===== config.mk =====
export PLATFORM = sky130hd
export DESIGN_NAME = scl_pacer
export DESIGN_NICKNAME = d
export VERILOG_FILES = /design/src/rtl/scl_pacer_pkg.sv /design/src/rtl/scl_line_sync.sv /design/src/rtl/scl_unit_timer.sv /design/src/rtl/scl_pacer.sv
export SDC_FILE = /design/constraint.sdc
export NUM_CORES = 1
export LEC_CHECK = 0
export BUFFER_PORTS_ARGS = -buffer_cell sky130_fd_sc_hd__buf_2
export CAP_MARGIN = 40
export CORE_UTILIZATION = 42
export DETAILED_ROUTE_END_ITERATION = 6
export SYNTH_ARGS = -nofsm -noshare
export SYNTH_HDL_FRONTEND = slang
export SYNTH_SLANG_ARGS = --single-unit

===== constraint.sdc =====
create_clock -name clk -period 2.8 [get_ports clk]
set_clock_uncertainty 0.05 [all_clocks]
set_input_delay 0.14 -clock clk [delete_from_list [all_inputs] [get_ports clk]]
set_output_delay 0.14 -clock clk [all_outputs]
set_load 0.05 [all_outputs]

===== src/rtl/scl_pacer_pkg.sv =====
package scl_pacer_pkg;

    typedef enum logic [2:0] {
        ST_IDLE,
        ST_PULL,
        ST_HOLD,
        ST_SETUP,
        ST_LOWREST,
        ST_RELEASE,
        ST_HIGH
    } pace_state_t;

endpackage


===== src/rtl/scl_line_sync.sv =====
module scl_line_sync #(
    parameter int STAGES = 2
) (
    input  logic clk,
    input  logic rst_n,
    input  logic d,
    output logic q
);
    // Idle bus level is high, so the chain resets to ones.
    logic [STAGES-1:0] chain;

    always_ff @(posedge clk or negedge rst_n) begin
        if (!rst_n) chain <= '1;
        else        chain <= {chain[STAGES-2:0], d};
    end

    assign q = chain[STAGES-1];
endmodule


===== src/rtl/scl_unit_timer.sv =====
module scl_unit_timer #(
    parameter int PW = 4,
    parameter int UW = 9
) (
    input  logic          clk,
    input  logic          rst_n,
    input  logic          clear,
    input  logic          start,
    input  logic [PW-1:0] presc,
    input  logic [UW-1:0] units,
    output logic          expired
);
    // Counts units*(presc+1) clocks after start, then holds expired until
    // the next start or clear. Zero units expires on the start edge itself.
    logic [PW-1:0] pre_q;
    logic [UW-1:0] left_q;
    logic          busy_q;

    always_ff @(posedge clk or negedge rst_n) begin
        if (!rst_n) begin
            pre_q   <= '0;
            left_q  <= '0;
            busy_q  <= 1'b0;
            expired <= 1'b0;
        end else if (clear) begin
            pre_q   <= '0;
            left_q  <= '0;
            busy_q  <= 1'b0;
            expired <= 1'b0;
        end else if (start) begin
            pre_q <= '0;
            if (units == '0) begin
                busy_q  <= 1'b0;
                expired <= 1'b1;
            end else begin
                busy_q  <= 1'b1;
                expired <= 1'b0;
                left_q  <= units;
            end
        end else if (busy_q) begin
            if (pre_q == presc) begin
                pre_q  <= '0;
                left_q <= left_q - 1'b1;
                if (left_q == UW'(1)) begin
                    busy_q  <= 1'b0;
                    expired <= 1'b1;
                end
            end else begin
                pre_q <= pre_q + 1'b1;
            end
        end
    end
endmodule


===== src/rtl/scl_pacer.sv =====
module scl_pacer #(
    parameter int PW          = 4,
    parameter int CW          = 8,
    parameter int DW          = 4,
    parameter int SYNC_STAGES = 2
) (
    input  logic          clk,
    input  logic          rst_n,
    input  logic          en,
    input  logic [PW-1:0] cfg_presc,
    input  logic [CW-1:0] cfg_low,
    input  logic [CW-1:0] cfg_high,
    input  logic [DW-1:0] cfg_hold,
    input  logic [DW-1:0] cfg_setup,
    input  logic          scl_in,
    input  logic          data_bit,
    output logic          scl_pull,
    output logic          sda_pull,
    output logic          bit_done
);
    import scl_pacer_pkg::*;

    localparam int UW = ((CW > DW) ? CW : DW) + 1;

    pace_state_t   state_q, state_d;
    logic          scl_s;
    logic [PW-1:0] presc_q;
    logic [CW-1:0] low_q, high_q;
    logic [DW-1:0] hold_q, setup_q;
    logic          sda_q;

    logic          ck_start, ck_exp;
    logic [UW-1:0] ck_units;
    logic          dt_start, dt_exp;
    logic [UW-1:0] dt_units;
    logic          bit_start;

    scl_line_sync #(.STAGES(SYNC_STAGES)) sync_i (
        .clk   (clk),
        .rst_n (rst_n),
        .d     (scl_in),
        .q     (scl_s)
    );

    // Clock-phase timer: low count, then high count.
    scl_unit_timer #(.PW(PW), .UW(UW)) ck_tmr_i (
        .clk     (clk),
        .rst_n   (rst_n),
        .clear   (!en),
        .start   (ck_start),
        .presc   (presc_q),
        .units   (ck_units),
        .expired (ck_exp)
    );

    // Data-path timer: hold delay, then setup delay.
    scl_unit_timer #(.PW(PW), .UW(UW)) dt_tmr_i (
        .clk     (clk),
        .rst_n   (rst_n),
        .clear   (!en),
        .start   (dt_start),
        .presc   (presc_q),
        .units   (dt_units),
        .expired (dt_exp)
    );

    always_comb begin
        ck_start = 1'b0;
        ck_units = '0;
        dt_start = 1'b0;
        dt_units = '0;
        if (state_q == ST_PULL && !scl_s) begin
            ck_start = 1'b1;
            ck_units = UW'(low_q) + UW'(1);
            dt_start = 1'b1;
            dt_units = UW'(hold_q);
        end else if (state_q == ST_HOLD && dt_exp) begin
            dt_start = 1'b1;
            dt_units = UW'(setup_q) + UW'(1);
        end else if (state_q == ST_RELEASE && scl_s) begin
            ck_start = 1'b1;
            ck_units = UW'(high_q) + UW'(1);
        end
    end

    assign bit_start = en && ((state_q == ST_IDLE) ||
                              (state_q == ST_HIGH && ck_exp));

    // Configuration is captured once per bit.
    always_ff @(posedge clk or negedge rst_n) begin
        if (!rst_n) begin
            presc_q <= '0;
            low_q   <= '0;
            high_q  <= '0;
            hold_q  <= '0;
            setup_q <= '0;
        end else if (bit_start) begin
            presc_q <= cfg_presc;
            low_q   <= cfg_low;
            high_q  <= cfg_high;
            hold_q  <= cfg_hold;
            setup_q <= cfg_setup;
        end
    end

    always_comb begin
        state_d = state_q;
        unique case (state_q)
            ST_IDLE:    if (en)     state_d = ST_PULL;
            ST_PULL:    if (!scl_s) state_d = ST_HOLD;
            ST_HOLD:    if (dt_exp) state_d = ST_SETUP;
            ST_SETUP:   if (dt_exp) state_d = ck_exp ? ST_RELEASE : ST_LOWREST;
            ST_LOWREST: if (ck_exp) state_d = ST_RELEASE;
            ST_RELEASE: if (scl_s)  state_d = ST_HIGH;
            ST_HIGH:    if (ck_exp) state_d = ST_PULL;
            default:                state_d = ST_IDLE;
        endcase
        if (!en) state_d = ST_IDLE;
    end

    always_ff @(posedge clk or negedge rst_n) begin
        if (!rst_n) state_q <= ST_IDLE;
        else        state_q <= state_d;
    end

    // Data drive register, updated only at the end of the hold delay.
    always_ff @(posedge clk or negedge rst_n) begin
        if (!rst_n)                          sda_q <= 1'b0;
        else if (!en)                        sda_q <= 1'b0;
        else if (state_q == ST_HOLD && dt_exp) sda_q <= !data_bit;
    end

    always_comb begin
        scl_pull = 1'b0;
        bit_done = 1'b0;
        unique case (state_q)
            ST_PULL, ST_HOLD, ST_SETUP, ST_LOWREST: scl_pull = 1'b1;
            ST_HIGH:                                bit_done = ck_exp;
            default:                                ;
        endcase
        sda_pull = sda_q;
    end
endmodule


* Yosys cells after proc, flatten, opt, wreduce, memory -nomap -nowiden
Index checks and enable logic that the tools add are counted.
** Storage, ports and cells
- Word-level logic and storage cells :: 130
- Memories :: 0
- Bits of input ports :: 33
- Bits in writable memories :: 0
- Output and inout port bits :: 3
- ROM bits :: 0
- Register bits :: 64
- Latch bits :: 0
** Cells by class
- Add/sub/neg operators :: 7
- Div/mod/pow operators :: 0
- Eq/ne operators :: 25
- Mux-type cells :: 65
- Order comparisons :: 0
- Bitwise gates (word level) :: 0
- $mul :: 0
- Reduce and logical (&&, ||, !) cells :: 17
- Shift operators :: 0
** Operators with widths (number)
- two-way mux 9 bit :: 13
- two-way mux 1 bit :: 34
- two-way mux 4 bit :: 8
- two-way mux 3 bit :: 7
- one-hot mux 3 bit (7 select lines) :: 1
- adder 8 x 1 -> 9 bit (second input constant) :: 2
- == test 9 x 1 -> 1 bit (second input constant) :: 2
- logical NOT 9 bit :: 2
- != test 3 x 1 -> 1 bit (second input constant) :: 6
- subtractor 9 x 1 -> 9 bit (second input constant) :: 2
- != test 3 x 2 -> 1 bit (second input constant) :: 5
- AND reduction 3 bit :: 4
- two-way mux 5 bit :: 2
- == test 3 bit (second input constant) :: 3
- != test 3 bit (second input constant) :: 3
- adder 4 x 1 -> 4 bit (second input constant) :: 2
- == test 4 bit :: 2
- == test 3 x 2 -> 1 bit (second input constant) :: 2
- AND reduction 6 bit :: 1
- adder 4 x 1 -> 5 bit (second input constant) :: 1
- logical AND 1 bit :: 5
- OR reduction 4 bit :: 1
- == test 3 x 1 -> 1 bit (second input constant) :: 1
- logical NOT 3 bit :: 1
- 3 further kinds :: 4

* Longest topological paths before layout
Gate-level depths: netlist (run 1).
- Word-level depth :: 9
- Gate-level depth with buffers :: 11
- Depth with buffers taken out :: 7

* Hierarchy
From an unflattened synthesis (run 1), not the netlist that was laid out.
** Unflattened totals
- Cell total of the unflattened synthesis :: 385
- Area, all modules :: 3872.5 µm²
** By module, submodules not included
- scl_unit_timer :: instances 2, cells an instance 112, sequential area each 375.4 µm², area each 1042.2 µm²
- scl_pacer :: instances 1, cells an instance 159, sequential area each 800.8 µm², area each 1735.4 µm²
- scl_line_sync :: instances 1, cells an instance 2, sequential area each 52.6 µm², area each 52.6 µm²

* Least setup slack after synthesis (run 1)
Ideal clock, no wire load.
- Path type :: register -> register
- Start :: reg low_q[0]
- End :: reg ck_tmr_i.left_q[1]
- Arrival time :: 2.267 ns
- Cell stages (with the launch flop) :: 10
- Path slack :: 0.404 ns
- Path buffers :: 2
- Setup time :: 0.079 ns
- Clock period less this slack :: 2.396 ns
- Required time :: 2.671 ns
- Cell sequence :: dfrtp_1 -> ha_1 -> and4_1 -> and4_1 -> o41ai_1 -> and4_1 -> clkbuf_1 -> a31o_1 -> buf_6 -> mux2i_1
** On the way
- Word-level cells in the longest chain between the ends :: 5
- Elaborated cells on any way between the ends :: 8
- Classes of those cells :: 1 x add/sub; 1 x eq/ne; 4 x mux; 2 x reduce/logical
** RTL lines
- start: declaration :: line scl_pacer.sv:28 : logic [CW-1:0] low_q, high_q;
- start signal: assignment :: line scl_pacer.sv:99 : low_q <= cfg_low;
- adder 8 x 1 -> 9 bit * :: line scl_pacer.sv:74 : ck_units = UW'(low_q) + UW'(1);
- two-way mux 9 bit * :: line scl_pacer.sv:72 : if (state_q == ST_PULL && !scl_s) begin
- logical NOT 9 bit or two-way mux 9 bit (tied branches) :: line scl_unit_timer.sv:32 : if (units == '0) begin
- != test 3 bit (no source line) or two-way mux 9 bit (tied branches)
- AND reduction 3 bit (no source line) or two-way mux 9 bit (tied branches)
- end signal: assignment :: line scl_unit_timer.sv:38 : left_q <= units;
- end signal: assignment :: line scl_unit_timer.sv:43 : left_q <= left_q - 1'b1;
- end: declaration :: line scl_unit_timer.sv:16 : logic [UW-1:0] left_q;
Mark *: on every way between the ends. The rest lies on a longest branch, timed or not. The select of a mux whose other input is x is not followed.
A chain may end at the register's enable or synchronous reset.

* Final worst setup path (run 1)
- Start :: reg state_q[0]
- End :: reg ck_tmr_i.left_q[0]
** On the way
- Word-level cells in the longest chain between the ends :: 8
- Elaborated cells on any way between the ends :: 20
- Classes of those cells :: 6 x eq/ne; 9 x mux; 5 x reduce/logical
** RTL lines
- start: declaration :: line scl_pacer.sv:25 : pace_state_t state_q, state_d;
- start signal: assignment :: line scl_pacer.sv:123 : else state_q <= state_d;
- == test 3 bit :: line scl_pacer.sv:80 : end else if (state_q == ST_RELEASE && scl_s) begin
- logical AND 1 bit :: line scl_pacer.sv:80
- two-way mux 9 bit :: line scl_pacer.sv:80
- two-way mux 9 bit :: line scl_pacer.sv:77 : end else if (state_q == ST_HOLD && dt_exp) begin
- two-way mux 9 bit :: line scl_pacer.sv:72
- logical NOT 9 bit or two-way mux 9 bit (tied branches) :: line scl_unit_timer.sv:32
- != test 3 bit (no source line) or two-way mux 9 bit (tied branches)
- AND reduction 3 bit (no source line) or two-way mux 9 bit (tied branches)
Parallel ways exist; a longest one is shown, timed or not. The select of a mux whose other input is x is not followed.

==> flow_summary.ini, run 1 <==
[drt]
avgRoutedWirePerCell_um = 15.0
dr.pass1.iters = 6
antenna_left = 0
drt_wl_total_um = 8870
viasPerCell = 5.61
drt_iter0_drc = 163
drc = 0
vias = 3307

[outcome]
outcome = finished clean

[cts]
clock_latency_ps = 350
cts_buffers = 9
cts_sinks = 64
clockRootBuffer = clkbuf_8
clk_pin_slew_ps = 80
cts_tree = built
cts_setup_buffers = 0
htree_levels = 3
postCtsHoldBufs = 30
cts_resized = 0
clock_path_buffers = 2

[synthesis]
netlist_area_mm2 = 0.00389
synth-edff-count = 0
synthArstFlopShare = 1.00
synthCells = 416
synth_area_leaders = dfrtp_1 40%, mux2_2 7.8%, nand2_1 4.5%
synth_seq_cells = 64
avgSynthCellArea_um2 = 9.34
synth-main-ff-cell = dfrtp_1
netlist.area_leader.share = 0.399
yosysTopAreaCell = dfrtp_1
ys_seq_area_frac = 0.413
ys_types = 63
syn_nets = 458
yosysWarnings = 0

[finish]
nNetsFinal = 519
antenna_cells = 0
drive_gt1_frac = 0.201
syn2layout_area_growth_pct = 20.7
final_core_util = 0.530

[grt]
grt_pass1_wl_um = 15400
grt_pass1_vias = 3249
grt.overflow.total = 0
grt.total_usage = 0.201
grt_max_degree = 65
antenna_found_initial = 0

[critical_path]
cp.arrival_ps = 2750
worst_path_largest_cell_delay_ps = 500
cp_max_fo = 10
cp_num_cells = 6
critical_path_buf_inv_count = 1
worst_path_max_delay_cell = dfrtp_1
cp-end-kind = flip-flop
crit_path_start = state_q[0]
reg2reg_from = state_q[0]
crit_chain = or3b_1 > or2_0 > o221a_1 > a31o_1 > buf_4 > a221oi_2
critPathTopFamily = compound AO/OA/AOI/OAI gates
crit_path_end = ck_tmr_i.left_q[0]
regToRegEndpoint = ck_tmr_i.left_q[0]
reg2reg_slack_ps = 260
crit_required_ps = 3010
criticalPathCategory = flip-flop to flip-flop
r2r_cells = 6
cp-start-kind = flip-flop

[place]
gp_congestion = 0.845
port_buffers = 35
pre_cts_ws_ps = 293
post-dp-hpwl_um = 6270

[sta]
max_freq_ghz = 0.394
setup_tns_ps = 0
tightestPinTransition_ps = 672
relSlewSlack = 0.541
worst_slack_ps = 260
drv_slew = 0
setup_viol = 0
fin_crit_sh = 0.907
post-route-min-period_ps = 2540
finalHoldViolCount = 0
rsz0062_at_grt = no

[die]
die_x_um = 98.2
die-area_mm2 = 0.00964
std_cell_rows = 34
die_y_um = 98.2
initial_utilization = 0.439
io_pins = 36
core_mm2 = 0.00885

[worst_hold_path]
min-delay-start = data_bit
hold_class = primary input to flip-flop

[power_and_ir_drop]
ir_drop_mv = 0.449
p_leak_nw = 1.95
powerDensity_mw_per_mm2 = 819

[run]
max_cap_violations = 0
-- placed cells by master, fill, tap and decap left out, types with 3 or more instances in the layout --
cell type      instances
dfrtp_1               62
nand2_1               47
buf_2                 35
nor2_1                30
dlygate4sd3_1         30
mux2_2                27
xnor2_1               20
a21oi_1               20
o21ai_0               19
nand3_1               17
inv_1                 14
nor3_1                12
a31oi_1               12
clkbuf_8              10
ha_1                   9
xor2_1                 8
buf_4                  8
and3_1                 7
o22ai_1                6
and2_1                 5
and4_1                 5
a22oi_1                5
nand4_1                4
o21a_1                 4
o32ai_1                4
nor4_1                 3
nand2b_1               3
nor2b_1                3
clkinvlp_4             3
-- how the worst min path moves through the flow --
stage                         end  cells past startpoint  slack (ps)
6_report                 sda_pull                      4          30
5_1_grt                  sda_pull                      4          70
4_1_cts                  sda_pull                      4          30
3_5_place_dp   ck_tmr_i.left_q[7]                      2         140
3_3_place_gp           presc_q[0]                      2         140
2_1_floorplan     ck_tmr_i.busy_q                      0        -210
-- worst reg2reg max path, stage by stage, from the launching register on --
cell and delay (ps):
dfrtp_1 500, or3b_1 500, or2_0 330, o221a_1 420, a31o_1 220, buf_4 170
a221oi_2 260
-- cells by family (layout without fill, tap and decap cells) --
family | count (synthesis) | count (layout) | share of synthesized area
simple gates | 150 | 150 | 0.192
compound gates | 98 | 98 | 0.175
flops | 64 | 64 | 0.413
buf+inv | 38 | 104 | 0.0447
mux | 29 | 29 | 0.0834
xor+xnor | 28 | 28 | 0.0631
fa+ha+maj | 9 | 9 | 0.0290
-- area by class of cell --
class | instances | area, µm²
repair buffers | 74 | 556
multi-input cells | 314 | 2110
inverters | 14 | 52.6
clock inverters | 6 | 91.3
clock buffers | 10 | 138
well taps | 108 | 135
fillers | 794 | 4160
flip-flops and latches | 64 | 1600
-- state kept, by name (all words and copies together), names as in the netlist --
| register | count |
|---|---|
| ck_tmr_i.left_q | 9 |
| ck_tmr_i.busy_q | 1 |
| setup_q | 4 |
| sda_pull | 1 |
| dt_tmr_i.busy_q | 1 |
| hold_q | 4 |
| low_q | 8 |
| high_q | 8 |
| state_q | 3 |
| ck_tmr_i.pre_q | 4 |
| dt_tmr_i.pre_q | 4 |
| ck_tmr_i.expired | 1 |
| dt_tmr_i.expired | 1 |
| presc_q | 4 |
| sync_i.chain | 2 |
| dt_tmr_i.left_q | 9 |
-- power by group --
part / total (mW) / internal [mW] / switching (mW)
clock: 0.921 / 0.528 / 0.393
combinational: 1.43 / 0.691 / 0.740
sequential: 1.49 / 1.17 / 0.322
-- per-layer routing --
metal | global-route usage | wire length [µm]
met5 | 0 | 0
met4 | 0.0781 | 112
met3 | 0.0315 | 334
met2 | 0.320 | 4030
met1 | 0.275 | 4390
-- synthesized netlist by cell type (3+ instances only) --
cell and n:
dfrtp_1 62, nand2_1 47, nor2_1 30, mux2_2 27, a21oi_1 20, xnor2_1 20, o21ai_0 19, nand3_1 17
inv_1 14, a31oi_1 12, clkbuf_1 12, nor3_1 12, ha_1 9, xor2_1 8, and3_1 7, buf_2 7
o22ai_1 6, a22oi_1 5, and2_1 5, and4_1 5, nand4_1 4, o21a_1 4, o32ai_1 4, nand2b_1 3
nor2b_1 3, nor4_1 3
-- through the flow --
stage                     power [mW]  instance area, µm²  cells  hold slack, ps
after floorplan                 2.56                3890    416            -206
after global placement          2.87                4160    544             138
after detailed placement        2.89                4160    544             138
after CTS                       3.86                4690    590            32.3
after global routing            4.13                4690    590            66.0
final                           3.84                4690    590            34.6
Note: power is estimated with default switching activity, not from simulation.
==> run 2, diff against run 1 <==
--- a/config.mk
+++ b/config.mk
@@ -9,6 +9,7 @@
 export CAP_MARGIN = 40
 export CORE_UTILIZATION = 42
 export DETAILED_ROUTE_END_ITERATION = 6
+export PLACE_DENSITY = 0.7
 export SYNTH_ARGS = -nofsm -noshare
 export SYNTH_HDL_FRONTEND = slang
 export SYNTH_SLANG_ARGS = --single-unit
==> constraint.sdc (replaced) <==
create_clock -name clk -period 3.2 [get_ports clk]
set_clock_uncertainty 0.05 [all_clocks]
set_input_delay 0.16 -clock clk [delete_from_list [all_inputs] [get_ports clk]]
set_output_delay 0.16 -clock clk [all_outputs]
set_load 0.05 [all_outputs]
==> run 2 against run 1 <==
The run now ends with DRC left. Routed wire length grew 0.80%. First-iteration DRC count increased by 85%. Count of clock-buffer cells in the layout rose by 3. Design area down 2.2%. Critical path type unchanged. Critical endpoint is now ck_tmr_i.left_q[5].
==> flow_summary.ini, run 2 (synthesis gave the netlist of run 1 again) <==
[outcome]
outcome = finished, violations left
violations = DRC

[cts]
cts_buffers = 9
htree_levels = 3
postCtsHoldBufs = 23
cts_setup_buffers = 0
clock_latency_ps = 350
clockRootBuffer = clkbuf_8
cts_tree = built
clock_path_buffers = 2
clk_pin_slew_ps = 70
cts_resized = 0
cts_sinks = 64

[sta]
rsz0062_at_grt = no
setup_viol = 0
relSlewSlack = 0.567
finalHoldViolCount = 0
tightestPinTransition_ps = 633
fin_crit_sh = 0.862
max_freq_ghz = 0.363
post-route-min-period_ps = 2760
worst_slack_ps = 443
drv_slew = 0
setup_tns_ps = 0

[grt]
grt_pass1_vias = 3186
grt.overflow.total = 0
grt.total_usage = 0.199
grt_max_degree = 31
grt_pass1_wl_um = 15300
antenna_found_initial = 0

[die]
die_y_um = 98.2
core_mm2 = 0.00885
initial_utilization = 0.439
io_pins = 36
std_cell_rows = 34
die-area_mm2 = 0.00964
die_x_um = 98.2

[finish]
drive_gt1_frac = 0.193
antenna_cells = 0
seq_area_mm2 = 0.00160
mostFrequentLayoutCells = 62 x dfrtp_1, 47 x nand2_1, 35 x buf_2, 30 x nor2_1
multi_input_area_mm2 = 0.00211
nNetsFinal = 513
top_regs = ck_tmr_i.left_q (9), dt_tmr_i.left_q (9)
syn2layout_area_growth_pct = 18.0
final_core_util = 0.518
final.fill_count = 807
layout_commonest_cell = dfrtp_1

[worst_hold_path]
hold_class = primary input to flip-flop
hold-path-endpoint = setup_q[2]
min_path_cells = 2
min-delay-start = cfg_setup[2]

[drt]
dr.pass1.iters = 7
vias = 3341
viasPerCell = 5.72
drc = 1
avgRoutedWirePerCell_um = 15.3
antenna_left = 0
drt_iter0_drc = 302
drt_wl_total_um = 8940

[critical_path]
reg2reg_slack_ps = 440
reg2reg_from = low_q[0]
crit_required_ps = 3350
cp_max_fo = 9
worst_path_largest_cell_delay_ps = 460
critPathTopFamily = compound AO/OA/AOI/OAI gates
cpMostUsedCell = and4_1
regToRegEndpoint = ck_tmr_i.left_q[5]
critical_path_buf_inv_count = 0
cp.arrival_ps = 2900
r2r_cells = 7
cp-end-kind = flip-flop
criticalPathCategory = flip-flop to flip-flop
worst_path_max_delay_cell = a31o_1
cp-start-kind = flip-flop
crit_chain = ha_1 > and4_1 > and4_1 > o41ai_1 > and4_1 > a31o_1 > o22ai_1

[place]
gp_congestion = 0.942
pre_cts_ws_ps = 479
post-dp-hpwl_um = 6320
port_buffers = 35

[run]
max_cap_violations = 0

[power_and_ir_drop]
p_leak_nw = 1.91
ir_drop_mv = 0.395
powerDensity_mw_per_mm2 = 695
run 2: changes by cell type in the layout (fill, tap and decap cells not counted):
cell	delta
bufinv_16	-2
dlygate4sd3_1	-3
clkbuf_1	+2
clkinv_2	+2
clkinvlp_4	-2
clkbuf_8	+1
buf_4	-3
inv_6	-1
run 2: per-layer routing:
metal / global-route usage / share of wire
met2: 0.322 / 0.46
met1: 0.270 / 0.49
met3: 0.0372 / 0.034
met5: 0 / 0
met4: 0.0620 / 0.014
run 2: worst max-delay path by stage:
stage	start	to	depth (start not counted)
finish	low_q[0]	ck_tmr_i.left_q[5]	7
global route	low_q[0]	ck_tmr_i.left_q[5]	7
CTS	low_q[0]	ck_tmr_i.left_q[1]	7
detailed placement	low_q[0]	ck_tmr_i.left_q[1]	7
global placement	state_q[1]	ck_tmr_i.left_q[0]	6
floorplan	low_q[0]	ck_tmr_i.left_q[1]	9
run 2: stage by stage:
step	cells	hold slack, ps	instance area [µm²]	total power, mW
CTS	580	0.0330	4550	3.18
global route	584	4.11	4590	3.43
floorplan	416	-186	3890	2.24
global placement	540	223	4120	2.47
detailed placement	541	156	4140	2.51
finish	584	7.38	4590	3.19
run 2: where the power goes:
part           internal, mW  switching (mW)  total, mW
clock                 0.322           0.325      0.646
combinational         0.586           0.649       1.24
sequential             1.02           0.285       1.31
run 2: cell type report:
class                   instances  area share
flip-flops and latches         64       0.350
clock buffers                  13      0.0347
multi-input cells             314       0.461
inverters                      14      0.0115
repair buffers                 68       0.110
clock inverters                 3     0.00382
well taps                     108      0.0295
